$ cat src/rtl/stx_pkg.sv
package stx_pkg;
    // Fill collects bytes, hold offers a finished beat, drop discards a rejected packet
    typedef enum logic [1:0] {
        MODE_FILL = 2'd0,
        MODE_HOLD = 2'd1,
        MODE_DROP = 2'd2
    } stx_mode_e;
endpackage

$ cat src/rtl/stx_lane_put.sv
module stx_lane_put #(
    parameter int BYTES      = 4,
    parameter bit HIGH_FIRST = 1'b1,
    localparam int W         = BYTES * 8,
    localparam int IW        = $clog2(BYTES + 1)
) (
    input  logic [7:0]    byte_in,
    input  logic [IW-1:0] idx,
    input  logic [W-1:0]  acc_in,
    output logic [W-1:0]  acc_out
);
    for (genvar l = 0; l < BYTES; l++) begin : g_lane
        if (HIGH_FIRST) begin : g_hi
            localparam int POS = BYTES - 1 - l;
            assign acc_out[POS*8 +: 8] = (idx == IW'(l)) ? byte_in : acc_in[POS*8 +: 8];
        end else begin : g_lo
            assign acc_out[l*8 +: 8] = (idx == IW'(l)) ? byte_in : acc_in[l*8 +: 8];
        end
    end
endmodule

$ cat src/rtl/stx_gap_ctl.sv
module stx_gap_ctl #(
    parameter int CNT_W = 8
) (
    input  logic             clk,
    input  logic             rst_n,
    input  logic             fire,
    input  logic [CNT_W-1:0] cfg_on,
    input  logic [CNT_W-1:0] cfg_off,
    output logic             hold
);
    typedef struct packed {
        logic [CNT_W-1:0] on;
        logic [CNT_W-1:0] off;
    } gap_t;

    gap_t g_d, g_q;

    always_comb begin
        g_d = g_q;
        if (g_q.off != '0) begin
            g_d.off = g_q.off - 1'b1;
        end
        if (fire) begin
            if (cfg_off == '0) begin
                g_d.on = '0;
            end else if (({1'b0, g_q.on} + (CNT_W+1)'(1)) >= {1'b0, cfg_on}) begin
                g_d.on  = '0;
                g_d.off = cfg_off;
            end else begin
                g_d.on = g_q.on + 1'b1;
            end
        end
    end

    always_ff @(posedge clk) begin
        if (!rst_n) begin
            g_q <= '0;
        end else begin
            g_q <= g_d;
        end
    end

    assign hold = (g_q.off != '0);
endmodule

$ cat src/rtl/stx_pkt_packer.sv
module stx_pkt_packer #(
    parameter int BYTES      = 4,
    parameter int CH_W       = 2,
    parameter int MAX_CHAN   = (1 << CH_W) - 1,
    parameter bit HIGH_FIRST = 1'b1,
    parameter int CNT_W      = 8,
    localparam int W         = BYTES * 8,
    localparam int EW        = $clog2(BYTES)
) (
    input  logic             clk,
    input  logic             rst_n,
    input  logic             in_valid,
    input  logic [7:0]       in_data,
    input  logic             in_last,
    input  logic [CH_W-1:0]  in_chan,
    output logic             in_ready,
    input  logic [CNT_W-1:0] cfg_on,
    input  logic [CNT_W-1:0] cfg_off,
    output logic             st_valid,
    input  logic             st_ready,
    output logic [W-1:0]     st_data,
    output logic             st_sop,
    output logic             st_eop,
    output logic [EW-1:0]    st_empty,
    output logic [CH_W-1:0]  st_chan,
    output logic             chan_err
);
    import stx_pkg::*;

    localparam int CW = $clog2(BYTES + 1);
    localparam logic [CW-1:0]   BYTES_C = CW'(BYTES);
    localparam logic [CH_W-1:0] MAXC    = CH_W'(MAX_CHAN);

    typedef struct packed {
        stx_mode_e        mode;
        logic [W-1:0]     acc;
        logic [CW-1:0]    cnt;
        logic             first;
        logic             sop;
        logic             eop;
        logic [CH_W-1:0]  chan;
        logic             err;
    } pk_t;

    pk_t s_d, s_q;

    logic [W-1:0]  acc_put;
    logic          gap_hold;
    logic          offer;
    logic          fire;
    logic          take;
    logic [CW-1:0] cnt_inc;
    logic [CW-1:0] empty_full;

    stx_lane_put #(
        .BYTES      (BYTES),
        .HIGH_FIRST (HIGH_FIRST)
    ) u_put (
        .byte_in (in_data),
        .idx     (s_q.cnt),
        .acc_in  (s_q.acc),
        .acc_out (acc_put)
    );

    stx_gap_ctl #(
        .CNT_W (CNT_W)
    ) u_gap (
        .clk     (clk),
        .rst_n   (rst_n),
        .fire    (fire),
        .cfg_on  (cfg_on),
        .cfg_off (cfg_off),
        .hold    (gap_hold)
    );

    assign in_ready = (s_q.mode != MODE_HOLD);
    assign offer    = (s_q.mode == MODE_HOLD) && !gap_hold;
    assign fire     = offer && st_ready;
    assign take     = in_valid && in_ready;
    assign cnt_inc  = s_q.cnt + CW'(1);

    always_comb begin
        s_d     = s_q;
        s_d.err = 1'b0;
        if (fire) begin
            s_d.mode = MODE_FILL;
            s_d.acc  = '0;
            s_d.cnt  = '0;
            s_d.sop  = 1'b0;
            s_d.eop  = 1'b0;
        end
        if (take) begin
            if (s_q.mode == MODE_DROP) begin
                if (in_last) begin
                    s_d.mode  = MODE_FILL;
                    s_d.first = 1'b1;
                end
            end else if (s_q.first && (in_chan > MAXC)) begin
                s_d.err = 1'b1;
                if (!in_last) begin
                    s_d.mode = MODE_DROP;
                end
            end else begin
                s_d.acc = acc_put;
                s_d.cnt = cnt_inc;
                if (s_q.first) begin
                    s_d.sop   = 1'b1;
                    s_d.chan  = in_chan;
                    s_d.first = 1'b0;
                end
                if (in_last) begin
                    s_d.first = 1'b1;
                end
                if ((cnt_inc == BYTES_C) || in_last) begin
                    s_d.mode = MODE_HOLD;
                    s_d.eop  = in_last;
                end
            end
        end
    end

    always_ff @(posedge clk) begin
        if (!rst_n) begin
            s_q       <= '0;
            s_q.mode  <= MODE_FILL;
            s_q.first <= 1'b1;
        end else begin
            s_q <= s_d;
        end
    end

    assign empty_full = BYTES_C - s_q.cnt;
    assign st_valid   = offer;
    assign st_data    = offer ? s_q.acc : '0;
    assign st_sop     = offer && s_q.sop;
    assign st_eop     = offer && s_q.eop;
    assign st_empty   = (offer && s_q.eop) ? empty_full[EW-1:0] : '0;
    assign st_chan    = offer ? s_q.chan : '0;
    assign chan_err   = s_q.err;
endmodule

$ cat config.mk
export PLATFORM = sky130hd
export DESIGN_NAME = stx_pkt_packer
export DESIGN_NICKNAME = d
export VERILOG_FILES = /design/src/rtl/stx_pkg.sv /design/src/rtl/stx_lane_put.sv /design/src/rtl/stx_gap_ctl.sv /design/src/rtl/stx_pkt_packer.sv
export SDC_FILE = /design/constraint.sdc
export NUM_CORES = 1
export LEC_CHECK = 0
export ABC_CLOCK_PERIOD_IN_PS = 6700
export BUFFER_PORTS_ARGS = -buffer_cell sky130_fd_sc_hd__buf_4
export CAP_MARGIN = 15
export CORE_MARGIN = 2
export CORE_UTILIZATION = 58
export DETAILED_ROUTE_END_ITERATION = 8
export PLACE_DENSITY = 0.81
export SKIP_LAST_GASP = 1
export SLEW_MARGIN = 20
export SYNTH_ARGS = -nofsm -noshare
export SYNTH_HDL_FRONTEND = slang
export SYNTH_SLANG_ARGS = --single-unit
$ cat constraint.sdc
create_clock -name clk -period 6.7 [get_ports clk]
set_clock_uncertainty 0.05 [all_clocks]
set_input_delay 1.005 -clock clk [delete_from_list [all_inputs] [get_ports clk]]
set_output_delay 1.005 -clock clk [all_outputs]
set_load 0.02 [all_outputs]
After elaboration in Yosys (flattened, before gate mapping)

Index checks and enable logic that the tools add are counted.

Flip-flop bits (word level): 59
Input bits: 31
Output and inout port bits: 41
Logic and storage cells: 82

Add/subtract/negate cells: 5
Magnitude comparators: 2
Eq/ne operators: 13
Muxes and demuxes: 31
Bitwise operators: 4
Reduce and logical (&&, ||, !) cells: 14

Operator list:

| cell                                                                   | number |
|---|---|
| 8-bit 2-to-1 mux                                                       | 10 |
| 43-bit 2-to-1 mux                                                      | 1 |
| 40-bit 2-to-1 mux                                                      | 1 |
| 37-bit 2-to-1 mux                                                      | 1 |
| 35-bit 2-to-1 mux                                                      | 1 |
| 32-bit 2-to-1 mux                                                      | 1 |
| 2-bit 2-to-1 mux                                                       | 9 |
| 4-bit by 1-bit != test with 1-bit output (second input constant)       | 4 |
| 8-bit by 1-bit adder with 9-bit output (second input constant)         | 1 |
| 9-bit by 8-bit >= comparator with 1-bit output                         | 1 |
| 8-bit by 1-bit adder with 8-bit output (second input constant)         | 1 |
| 8-bit zero test                                                        | 1 |
| 8-bit nonzero test                                                     | 1 |
| 8-bit by 1-bit subtractor with 8-bit output (second input constant)    | 1 |
| 3-bit by 2-bit equality test with 1-bit output (second input constant) | 2 |
| 1-bit logical AND                                                      | 6 |
| 1-bit 2-to-1 mux                                                       | 6 |
| 5-bit 2-to-1 mux                                                       | 1 |
| 2-bit != test (second input constant)                                  | 2 |
| 1-bit inverter                                                         | 4 |
| 4-bit AND reduction                                                    | 1 |
| 3-bit by 1-bit adder with 3-bit output (second input constant)         | 1 |
| 3-bit by 1-bit equality test with 1-bit output (second input constant) | 1 |
| 3-bit equality test (second input constant)                            | 1 |
| 10 further kinds                                                       | 10 |

Depth between registers and ports, before layout

Gate-level depths: netlist (run 1).

Depth in word-level cells: 9
Gate-level depth with buffers: 10
Gate-level depth less buffers: 10

Hierarchy

A second synthesis (run 1) with hierarchy kept.

Cell total of the unflattened synthesis: 389
Area, all modules: 3583.4 sq um

By module, submodules not included:

| module         | times used | cells an instance | area each (sq um) | sequential area each (sq um) |
|---|---|---|---|---|
| stx_pkt_packer | 1          | 214               | 1994.4            | 840.8 |
| stx_gap_ctl    | 1          | 139               | 1173.6            | 320.3 |
| stx_lane_put   | 1          | 36                | 415.4             | 0.0 |

Least setup slack after synthesis (run 1)

No wires, ideal clock.

Kind: register to output
From: register u_gap.g_q[0] (netlist name)
To: output st_data[14]
Data arrival time: 1.615 ns
Data required time: 5.645 ns
Path slack: 4.030 ns
Cell stages (with the launch flop): 9
Buffers on the path: 2
Path through: dfxtp_1 -> inv_1 -> ha_1 -> nor3b_2 -> nand2_2 -> nor2_2 -> buf_4 -> buf_6 -> and2_1

Longest elaborated chain between the ends: 4

Ends and longest elaborated chain:

| item                     | RTL line              | source |
|---|---|---|
| start: declaration       | stx_gap_ctl.sv:16     | `gap_t g_d, g_q;` |
| start signal: assignment | stx_gap_ctl.sv:39     | `g_q <= g_d;` |
| 8-bit nonzero test       | stx_gap_ctl.sv:43     | `assign hold = (g_q.off != '0);` |
| 1-bit zero test          | stx_pkt_packer.sv:77  | `assign offer = (s_q.mode == MODE_HOLD) && !gap_hold;` |
| 1-bit logical AND        | stx_pkt_packer.sv:77  |  |
| 32-bit 2-to-1 mux        | stx_pkt_packer.sv:134 | `assign st_data = offer ? s_q.acc : '0;` |
| end: declaration         | stx_pkt_packer.sv:21  | `output logic [W-1:0] st_data,` |

Every way passes these cells.

Final worst setup path (run 1)

From: register u_gap.g_q[0] (netlist name)
To: output st_data[0]

Same word-level chain as after synthesis.

==> out/results.ini, run 1 <==
[timing]
min_period_ns=3.513
finalSetupViolations=0
finalHoldViolCount=0
worstMarginPinSlew_ns=0.8597
post-route-period-util_pct=52.43
timing.slew.headroom_pct=42.55
drv_slew=0
rsz0062_at_grt=false
clock.fmax_ghz=0.2846
tns_ns=0

[placed_design]
io_buffers=70
dpl.hpwl_um=5157
routabilityCongestion=0.8418

[route]
detail_route.wl_per_cell_um=14.21
remaining_drc_errors=0
num_vias=2764
viasPerCell=5.484
drt-pass1-iter-count=4
drt_iter0_markers=134
antenna_left=0
drt-total-wl_um=7163

[global_routing]
antenna_found_initial=0
track_usage_pct=25.51
grt_pass1_vias=2604
grt_max_degree=46
grt_pass1_wl_um=12080
grt_overflow=0

[clock_network]
clock_sinks=58
cts_made_buffers=9
cts_htree_levels=3
root_buffer=clkbuf_8
postCtsSetupRepairBufs=0
clk-insertion-delay-late_ns=0.33
cts_buffer_depth=2
cts_tree=built
cts_resized=0
cts_hold_buf=0
clk_pin_slew_ns=0.07

[pwr]
pwr-share-clk_pct=29.8
switchingPower_mw=0.3192
vdd_drop_max_mv=0.1445
total_power_mw=0.9440
power_frac_seq_pct=43.5
p_per_area_mw_per_mm2=251.8
comb_power_share_pct=26.7
swShare_pct=33.81
intPower_mw=0.6248
leakage_nw=1.689

[yosys]
ys_seq_elements=58
syn-cell-area_sq_mm=0.003052
synth_top_area_share_pct=38.05
synthDistinctLibCells=52
async_flop_share_pct=0
avgSynthCellArea_sq_um=8.361
synth_commonest_cells=dfxtp_1, nand2_1, nand3_1
synth_area_leaders=dfxtp_1, and2_1, ha_1, nand3_1, a21oi_1
synth.net_count=413
ys_seq_area_share_pct=38.05
synth_top_area_cell=dfxtp_1
synth_edf_count=0
yosys_warnings=0
synthCells=365
ys_dominant_reg_cell=dfxtp_1
yosysMostFrequentCell=dfxtp_1

[worst_setup_path]
path_class=register to output pin
cp_data_arrival_time_ns=2.46
start_kind=register
worst-path-max-fanout=39
cp-end-kind=output pin
critPathRequiredTime_ns=5.64

[die]
rows=26
dieArea_sq_mm=0.005858
fp.dieH_um=76.54
core_area_sq_mm=0.005107
ios=72
die_w_um=76.54
start_util_pct=59.75

[layout]
nNetsFinal=477
antennaDiodeCount=0
drive_above_1_share_pct=23.04
syn_to_final_growth_pct=22.84
fill_cells=433

[outcome]
outcome=completed

[hold_path]
hold_class=register to register

[flow_run]
maxCapViolations=0

routing by layer:
| metal | track usage [%] | share of wire [%] |
|---|---|---|
| met1 | 32.54 | 46 |
| met2 | 41.33 | 47 |
| met3 | 5.450 | 4.7 |
| met4 | 11.82 | 2.3 |
| met5 | 0 | 0 |
critical path, stage by stage, from the launching register on:
cell and delay (ns):
dfxtp_1 0.33, inv_1 0.12, ha_1 0.20, nor3b_2 0.33
nand2_2 0.20, nor2_4 0.54, and2_1 0.25, buf_4 0.15
layout make-up:
class	instances	area (sq um)	share of cell area (%)
clock buffer	11	141.4	3.772
clock inverter	5	30.03	0.8011
inverter	16	60.06	1.602
multi-input combinational	274	1743	46.50
sequential	58	1161	30.97
tap	70	87.58	2.336
timing repair buffer	70	525.5	14.02
cell usage in the layout, fill, tap and decap left out, types with 5 or more instances in the layout:
cell type	instances
inv_1	15
a21o_1	5
nand3_1	39
and3_1	8
clkbuf_8	10
buf_4	70
and2_1	37
nand2_1	45
dfxtp_1	58
nor2_1	17
nand2b_1	6
a22oi_1	9
a21oi_1	36
xnor2_1	5
ha_1	17
power by group through the flow:
stage          combinational, mW  sequential, mW  clock [mW]
2_1_floorplan              0.191           0.409           0
3_3_place_gp               0.237           0.415           0
3_5_place_dp               0.246           0.417           0
4_1_cts                    0.247           0.410       0.285
5_1_grt                    0.276           0.415       0.301
6_report                   0.252           0.411       0.282
worst paths after layout:
check,depth (start not counted),slack (ns),start,to
worst min-delay path,2,0.40,s_q[4],s_q[4]
worst min register to register,2,0.40,s_q[4],s_q[4]
worst max register to register,10,3.89,u_gap.g_q[10],u_gap.g_q[4]
worst max-delay path,7,3.19,u_gap.g_q[0],st_data[0]
cell families after synthesis:
logic type	Yosys count	share of synthesized area, %
XOR/XNOR	8	2.296
adder cells (fa/ha/maj)	17	6.970
other	1	0.1229
flip-flops	58	38.05
buffers and inverters	33	5.002
AO/OA/AOI/OAI	73	15.58
multiplexers	5	1.804
AND/OR/NAND/NOR	170	30.18
state kept, by name (all words and copies together), names as in the netlist:
register   count
s_q           42
u_gap.g_q     16
metrics by stage:
step | hold slack (ns) | area [sq um] | utilization, % | instances | setup slack [ns]
global placement | 0.3891 | 3572 | 69.94 | 488 | 3.316
detailed placement | 0.3939 | 3572 | 69.94 | 488 | 3.202
CTS | 0.4039 | 3744 | 73.30 | 504 | 2.855
finish | 0.3999 | 3749 | 73.40 | 504 | 3.187
global route | 0.4348 | 3749 | 73.40 | 504 | 2.971
floorplan | 0.3817 | 3052 | - | 365 | 4.030
Note: power is estimated with default switching activity, not from simulation.
==> run 2: changes to the inputs <==
--- a/config.mk
+++ b/config.mk
@@ -5,13 +5,13 @@
 export SDC_FILE = /design/constraint.sdc
 export NUM_CORES = 1
 export LEC_CHECK = 0
-export ABC_CLOCK_PERIOD_IN_PS = 6700
+export ABC_CLOCK_PERIOD_IN_PS = 3650
 export BUFFER_PORTS_ARGS = -buffer_cell sky130_fd_sc_hd__buf_4
 export CAP_MARGIN = 15
 export CORE_MARGIN = 2
-export CORE_UTILIZATION = 58
+export CORE_UTILIZATION = 54
 export DETAILED_ROUTE_END_ITERATION = 8
-export PLACE_DENSITY = 0.81
+export PLACE_DENSITY = 0.76
 export SKIP_LAST_GASP = 1
 export SLEW_MARGIN = 20
 export SYNTH_ARGS = -nofsm -noshare
==> constraint.sdc (replaced) <==
create_clock -name clk -period 3.65 [get_ports clk]
set_clock_uncertainty 0.05 [all_clocks]
set_input_delay 0.5475 -clock clk [delete_from_list [all_inputs] [get_ports clk]]
set_output_delay 0.5475 -clock clk [all_outputs]
set_load 0.02 [all_outputs]
==> run 2 against run 1 <==
Net effect:
- die area up 7.0%
- worst setup slack worse by 2.4 ns
- global-route usage decreased by 2.1 points
- register-to-register slack got worse by 3.0 ns
- via count is 0.11% higher
- worst hold slack worse by 0.0023 ns
- critical endpoint is now st_empty[0]
- cell area grew 0.50%
==> out/results.ini, run 2 (synthesized netlist as in run 1, its figures left out) <==
[outcome]
outcome=completed

[layout]
final_cell_mix=buf_4, dfxtp_1, nand2_1
final_util_pct=68.84  ; -4.6 points
layout_commonest_cell=buf_4
antennaDiodeCount=0  ; unchanged
nNetsFinal=480  ; +0.63%
syn_to_final_growth_pct=23.45
largest-register=s_q
finalInstanceArea_sq_mm=0.003767  ; +0.50%
finalNonFillerCells=508  ; +0.79%
reg_top3=s_q: 42 flops, u_gap.g_q: 16 flops
drive_above_1_share_pct=23.39  ; +0.35 points
largest_reg_flops=42  ; unchanged

[route]
antenna_left=0  ; unchanged
drt-pass1-iter-count=4  ; unchanged
detail_route.wl_per_cell_um=13.95  ; -1.9%
drt-total-wl_um=7085  ; -1.1%
drt_iter0_markers=159  ; +19%
remaining_drc_errors=0  ; unchanged
viasPerCell=5.447  ; -0.68%
num_vias=2767  ; +0.11%

[placed_design]
detailed_place.area_sq_mm=0.003597  ; +0.70%
preCtsSetupSlack_ns=0.8714  ; -2.331 ns
routabilityCongestion=0.8289  ; -1.5%
io_buffers=70  ; unchanged
dpl.hpwl_um=5053  ; -2.0%
dp_cells=493  ; +1.0%

[timing]
timing.hold.ws_ns=0.3976  ; -0.002314 ns
tns_ns=0  ; unchanged
worstMarginPinSlew_ns=0.7480  ; -0.1117 ns
drv_slew=0  ; unchanged
rsz0062_at_grt=false
finalSetupViolations=0  ; unchanged
finalHoldViolCount=0  ; unchanged
min_period_ns=2.862
fin_ws_ns=0.7879  ; -2.399 ns
clock.fmax_ghz=0.3494
post-route-period-util_pct=78.41
timing.slew.headroom_pct=49.95  ; +7.4 points

[worst_setup_path]
path_class=register to output pin
cp_data_arrival_time_ns=2.26  ; -0.20 ns
start_kind=register
worst-path-max-fanout=39  ; unchanged
cp-end-kind=output pin
critPathRequiredTime_ns=3.05  ; -2.59 ns

[pwr]
comb_power_share_pct=26.5  ; -0.2 points
switchingPower_mw=0.5566  ; +74%
vdd_drop_max_mv=0.2474  ; +71%
swShare_pct=32.34  ; -1.5 points
leakage_nw=1.710  ; +1.2%
power_frac_seq_pct=43.7  ; +0.2 points
p_per_area_mw_per_mm2=456.8  ; +81%
intPower_mw=1.165  ; +86%
total_power_mw=1.721  ; +82%
pwr-share-clk_pct=29.8  ; about the same

[global_routing]
grt_pass1_vias=2577  ; -1.0%
track_usage_pct=23.42  ; -2.1 points
grt_max_degree=45  ; -2.2%
antenna_found_initial=0  ; unchanged
grt_overflow=0  ; unchanged
grt_pass1_wl_um=11580  ; -4.1%

[clock_network]
cts_buffer_depth=2  ; unchanged
clk_pin_slew_ns=0.06  ; about the same
postCtsSetupRepairBufs=0  ; unchanged
clk-insertion-delay-late_ns=0.33  ; about the same
cts_tree=built
cts_hold_buf=0  ; unchanged
cts_made_buffers=9  ; unchanged
cts_resized=0  ; unchanged
cts_htree_levels=3  ; unchanged
root_buffer=clkbuf_8
clock_sinks=58  ; unchanged

[die]
start_util_pct=55.76  ; -4.0 points
ios=72  ; unchanged
core_area_sq_mm=0.005473  ; +7.2%
fp.dieH_um=79.18  ; +3.4%
die_w_um=79.18  ; +3.4%
dieArea_sq_mm=0.006269  ; +7.0%
rows=27  ; +3.8%

[flow_run]
maxCapViolations=0  ; unchanged

[hold_path]
hold_class=input pin to register

[run 2: area by class of cell]
type,count,area (sq um)
Multi-Input combinational cell,274,1738
Clock inverter,3,15.01
Fill cell,482,1705
Timing Repair Buffer,73,548.0
Sequential cell,58,1161
Inverter,16,60.06
Clock buffer,12,155.1
Tap cell,72,90.09
[run 2: path summary, 6_finish.rpt]
| path | endpoint | depth (start not counted) | slack (ns) | start |
|---|---|---|---|---|
| setup / recovery | st_empty[0] | 8 | 0.79 | u_gap.g_q[0] |
| hold reg to reg | s_q[2] | 2 | 0.40 | s_q[2] |
| setup reg to reg | u_gap.g_q[3] | 10 | 0.86 | u_gap.g_q[8] |
| hold / removal | u_gap.g_q[6] | 2 | 0.40 | cfg_off[6] |
[run 2: routing by layer]
layer / GRT usage, % / vias to the layer above / share of wire [%]
met5: 0 / - / 0
met4: 6.552 / 0 / 0.49
met3: 7.045 / 4 / 5.4
met2: 38.73 / 65 / 47
met1: 29.63 / 1294 / 47
li1: - / 1404 / -
[run 2: power groups by stage]
stage / sequential (mW) / clock, mW / combinational (mW)
final: 0.751 / 0.513 / 0.457
after global routing: 0.758 / 0.556 / 0.507
after detailed placement: 0.764 / 0 / 0.451
after floorplan: 0.752 / 0 / 0.351
after global placement: 0.761 / 0 / 0.442
after CTS: 0.750 / 0.522 / 0.455
[run 2: critical path: stages (launching register included)]
cell and delay [ns]:
dfxtp_1 0.32, inv_1 0.11, ha_1 0.20, nor3b_2 0.33, nand2_2 0.20, nor2_2 0.12, buf_4 0.29, and3_1 0.21
buf_4 0.14
==> run 3: changes to the inputs <==
--- a/config.mk
+++ b/config.mk
@@ -5,13 +5,14 @@
 export SDC_FILE = /design/constraint.sdc
 export NUM_CORES = 1
 export LEC_CHECK = 0
-export ABC_CLOCK_PERIOD_IN_PS = 3650
+export ABC_AREA = 1
+export ABC_CLOCK_PERIOD_IN_PS = 2900
 export BUFFER_PORTS_ARGS = -buffer_cell sky130_fd_sc_hd__buf_4
 export CAP_MARGIN = 15
 export CORE_MARGIN = 2
 export CORE_UTILIZATION = 54
 export DETAILED_ROUTE_END_ITERATION = 8
-export PLACE_DENSITY = 0.76
+export PLACE_DENSITY = 0.75
 export SKIP_LAST_GASP = 1
 export SLEW_MARGIN = 20
 export SYNTH_ARGS = -nofsm -noshare
==> constraint.sdc (replaced) <==
create_clock -name clk -period 2.9 [get_ports clk]
set_clock_uncertainty 0.05 [all_clocks]
set_input_delay 0.435 -clock clk [delete_from_list [all_inputs] [get_ports clk]]
set_output_delay 0.435 -clock clk [all_outputs]
set_load 0.02 [all_outputs]
==> run 3 against run 2 <==
Net effect:
- global-route usage grew 1.9 points
- cell count grew 23%
- utilization is 0.64 points lower
- flip-flop and latch count is the same
- cell area grew 6.5%
- register-to-register slack lost 0.32 ns
- largest power group unchanged
==> out/results.ini, run 3 <==
[hold_path]
hold_class=input pin to register

[global_routing]
track_usage_pct=25.34  ; +1.9 points
grt_max_degree=47  ; +4.4%
grt_pass1_wl_um=12900  ; +11%
grt_pass1_vias=2884  ; +12%
antenna_found_initial=0  ; unchanged
grt_overflow=0  ; unchanged

[clock_network]
clk-insertion-delay-late_ns=0.33  ; about the same
postCtsSetupRepairBufs=0  ; unchanged
root_buffer=clkbuf_8
cts_htree_levels=3  ; unchanged
cts_made_buffers=9  ; unchanged
clk_pin_slew_ns=0.07  ; about the same
clock_sinks=58  ; unchanged
cts_hold_buf=0  ; unchanged
cts_tree=built
cts_buffer_depth=2  ; unchanged

[yosys]
synth_commonest_cells=nand2_1, inv_1, a21oi_1
yosysMostFrequentCell=nand2_1
synth.net_count=523  ; +27%
synth_top_area_share_pct=35.53  ; -2.5 points
synthCells=475  ; +30%
ys_dominant_reg_cell=dfxtp_1
synth_area_leaders=dfxtp_1, nand2_1, a21oi_1, inv_1, nor2_1
ys_seq_elements=58  ; unchanged
synth_edf_count=0  ; unchanged
syn-cell-area_sq_mm=0.003268  ; +7.1%
synth_top_area_cell=dfxtp_1
async_flop_share_pct=0  ; unchanged
avgSynthCellArea_sq_um=6.880  ; -18%
ys_seq_area_share_pct=35.53  ; -2.5 points
yosys_warnings=0  ; unchanged
synthDistinctLibCells=34  ; -35%

[pwr]
power_frac_seq_pct=40.8  ; -2.9 points
swShare_pct=35.74  ; +3.4 points
pwr-share-clk_pct=30.4  ; +0.6 points
leakage_nw=1.777  ; +3.9%
switchingPower_mw=0.7943  ; +43%
p_per_area_mw_per_mm2=553.6  ; +21%
comb_power_share_pct=28.8  ; +2.3 points
vdd_drop_max_mv=0.3567  ; +44%
intPower_mw=1.428  ; +23%

[placed_design]
io_buffers=70  ; unchanged
detailed_place.area_sq_mm=0.003831  ; +6.5%
dpl.hpwl_um=5519  ; +9.2%
routabilityCongestion=0.8332  ; +0.52%

[worst_setup_path]
start_kind=register
path_class=register to output pin
critPathRequiredTime_ns=2.41  ; -0.64 ns
cp_data_arrival_time_ns=2.17  ; -0.09 ns
cp-end-kind=output pin
worst-path-max-fanout=37  ; -5.1%

[route]
drt_iter0_markers=206  ; +30%
drt-total-wl_um=7628  ; +7.7%
remaining_drc_errors=0  ; unchanged
drt-pass1-iter-count=4  ; unchanged
detail_route.wl_per_cell_um=12.20  ; -12%
num_vias=3086  ; +12%
antenna_left=0  ; unchanged
viasPerCell=4.938  ; -9.3%

[timing]
worstMarginPinSlew_ns=0.7713  ; +0.02327 ns
timing.slew.headroom_pct=48.51  ; -1.4 points
drv_slew=0  ; unchanged
finalSetupViolations=0  ; unchanged
rsz0062_at_grt=false
clock.fmax_ghz=0.3768
tns_ns=0  ; unchanged
finalHoldViolCount=0  ; unchanged
min_period_ns=2.654
post-route-period-util_pct=91.52

[layout]
nNetsFinal=593  ; +24%
final_util_pct=68.20  ; -0.64 points
drive_above_1_share_pct=21.45  ; -1.9 points
layout_commonest_cell=nand2_1
reg_top3=s_q: 42 flops, u_gap.g_q: 16 flops
regArea_sq_mm=0.001161  ; unchanged
largest_reg_flops=42  ; unchanged
largest-register=s_q
final_cell_mix=nand2_1, inv_1, buf_4
finalInstanceArea_sq_mm=0.004014  ; +6.5%
antennaDiodeCount=0  ; unchanged
multiInputGateArea_sq_mm=0.001707  ; -1.8%
syn_to_final_growth_pct=22.82
fill_cells=559  ; +16%

[outcome]
outcome=completed

[die]
die_w_um=81.80  ; +3.3%
core_area_sq_mm=0.005886  ; +7.5%
dieArea_sq_mm=0.006690  ; +6.7%
rows=28  ; +3.7%
start_util_pct=55.53  ; -0.23 points
fp.dieH_um=81.80  ; +3.3%
ios=72  ; unchanged

[flow_run]
maxCapViolations=0  ; unchanged

==> run 3: changes by cell type after synthesis, sizes merged, moves of 7 or more <==
cell,change
nor2,+52
and3,-7
and2,-37
nand3,-28
nand2,+70
a22oi,-9
inv,+68
o21ai,+10
nand4,+7
a21oi,+25
==> run 3: worst paths after layout <==
path	start	to	slack, ns	cells after the start
worst max-delay path	u_gap.g_q[0]	st_empty[0]	0.25	9
worst min-delay path	cfg_off[5]	u_gap.g_q[5]	0.29	3
worst max register to register	u_gap.g_q[8]	u_gap.g_q[0]	0.54	13
worst min register to register	s_q[1]	s_q[1]	0.41	2
==> run 3: cells by family after synthesis <==
| logic type | after synthesis | synth area share (%) |
|---|---|---|
| AND/OR/NAND/NOR | 213 | 30.28 |
| buffers and inverters | 100 | 12.25 |
| AO/OA/AOI/OAI | 79 | 13.44 |
| flip-flops | 58 | 35.53 |
| adder cells (fa/ha/maj) | 17 | 6.508 |
| XOR/XNOR | 7 | 1.876 |
| other | 1 | 0.1147 |
==> run 3: stage by stage <==
stage / power (mW) / hold slack [ns] / worst slack (ns) / instances
2_1_floorplan: 1.410 / 0.3804 / 0.5452 / 475
3_3_place_gp: 1.541 / 0.3887 / 0.6738 / 609
3_5_place_dp: 1.558 / 0.4000 / 0.5424 / 609
4_1_cts: 2.234 / 0.2752 / 0.1619 / 625
5_1_grt: 2.369 / 0.2953 / 0.01775 / 625
6_report: 2.222 / 0.2897 / 0.2458 / 625
==> run 3: critical path, cell delays in order (launching register included) <==
cell and delay (ns):
dfxtp_1 0.32, inv_1 0.10, ha_1 0.16, nand2_1 0.12
nor2_8 0.21, inv_2 0.07, nor2_1 0.26, inv_4 0.20
nor3_1 0.18, buf_4 0.17
==> run 3: final cells by class <==
class	count	area share [%]
Clock buffer	10	3.429
Timing Repair Buffer	72	13.47
Clock inverter	6	1.060
Multi-Input combinational cell	317	42.52
Tap cell	75	2.338
Inverter	87	8.261
Sequential cell	58	28.93
==> run 3: metal layers <==
| layer | up-vias | GRT usage (%) | wire length [um] | part of all wire, % |
|---|---|---|---|---|
| met5 | - | 0 | 0 | 0 |
| met1 | 1395 | 32.74 | 3548 | 47 |
| met3 | 10 | 5.495 | 342 | 4.5 |
| li1 | 1613 | - | - | - |
| met4 | 0 | 11.33 | 125 | 1.6 |
| met2 | 68 | 40.57 | 3610 | 47 |
==> run 3: what timing repair did <==
item,4_1_cts,5_1_grt
resized for setup,0,2
endpoints found under the hold margin,0,0
endpoints found under the setup margin,0,1
==> run 3: power by group through the flow <==
stage | Combinational, mW | Clock, mW | Sequential (mW)
after floorplan | 0.497 | 0 | 0.913
after global placement | 0.621 | 0 | 0.920
after detailed placement | 0.635 | 0 | 0.922
after CTS | 0.641 | 0.687 | 0.905
after global routing | 0.728 | 0.728 | 0.913
final | 0.641 | 0.676 | 0.906
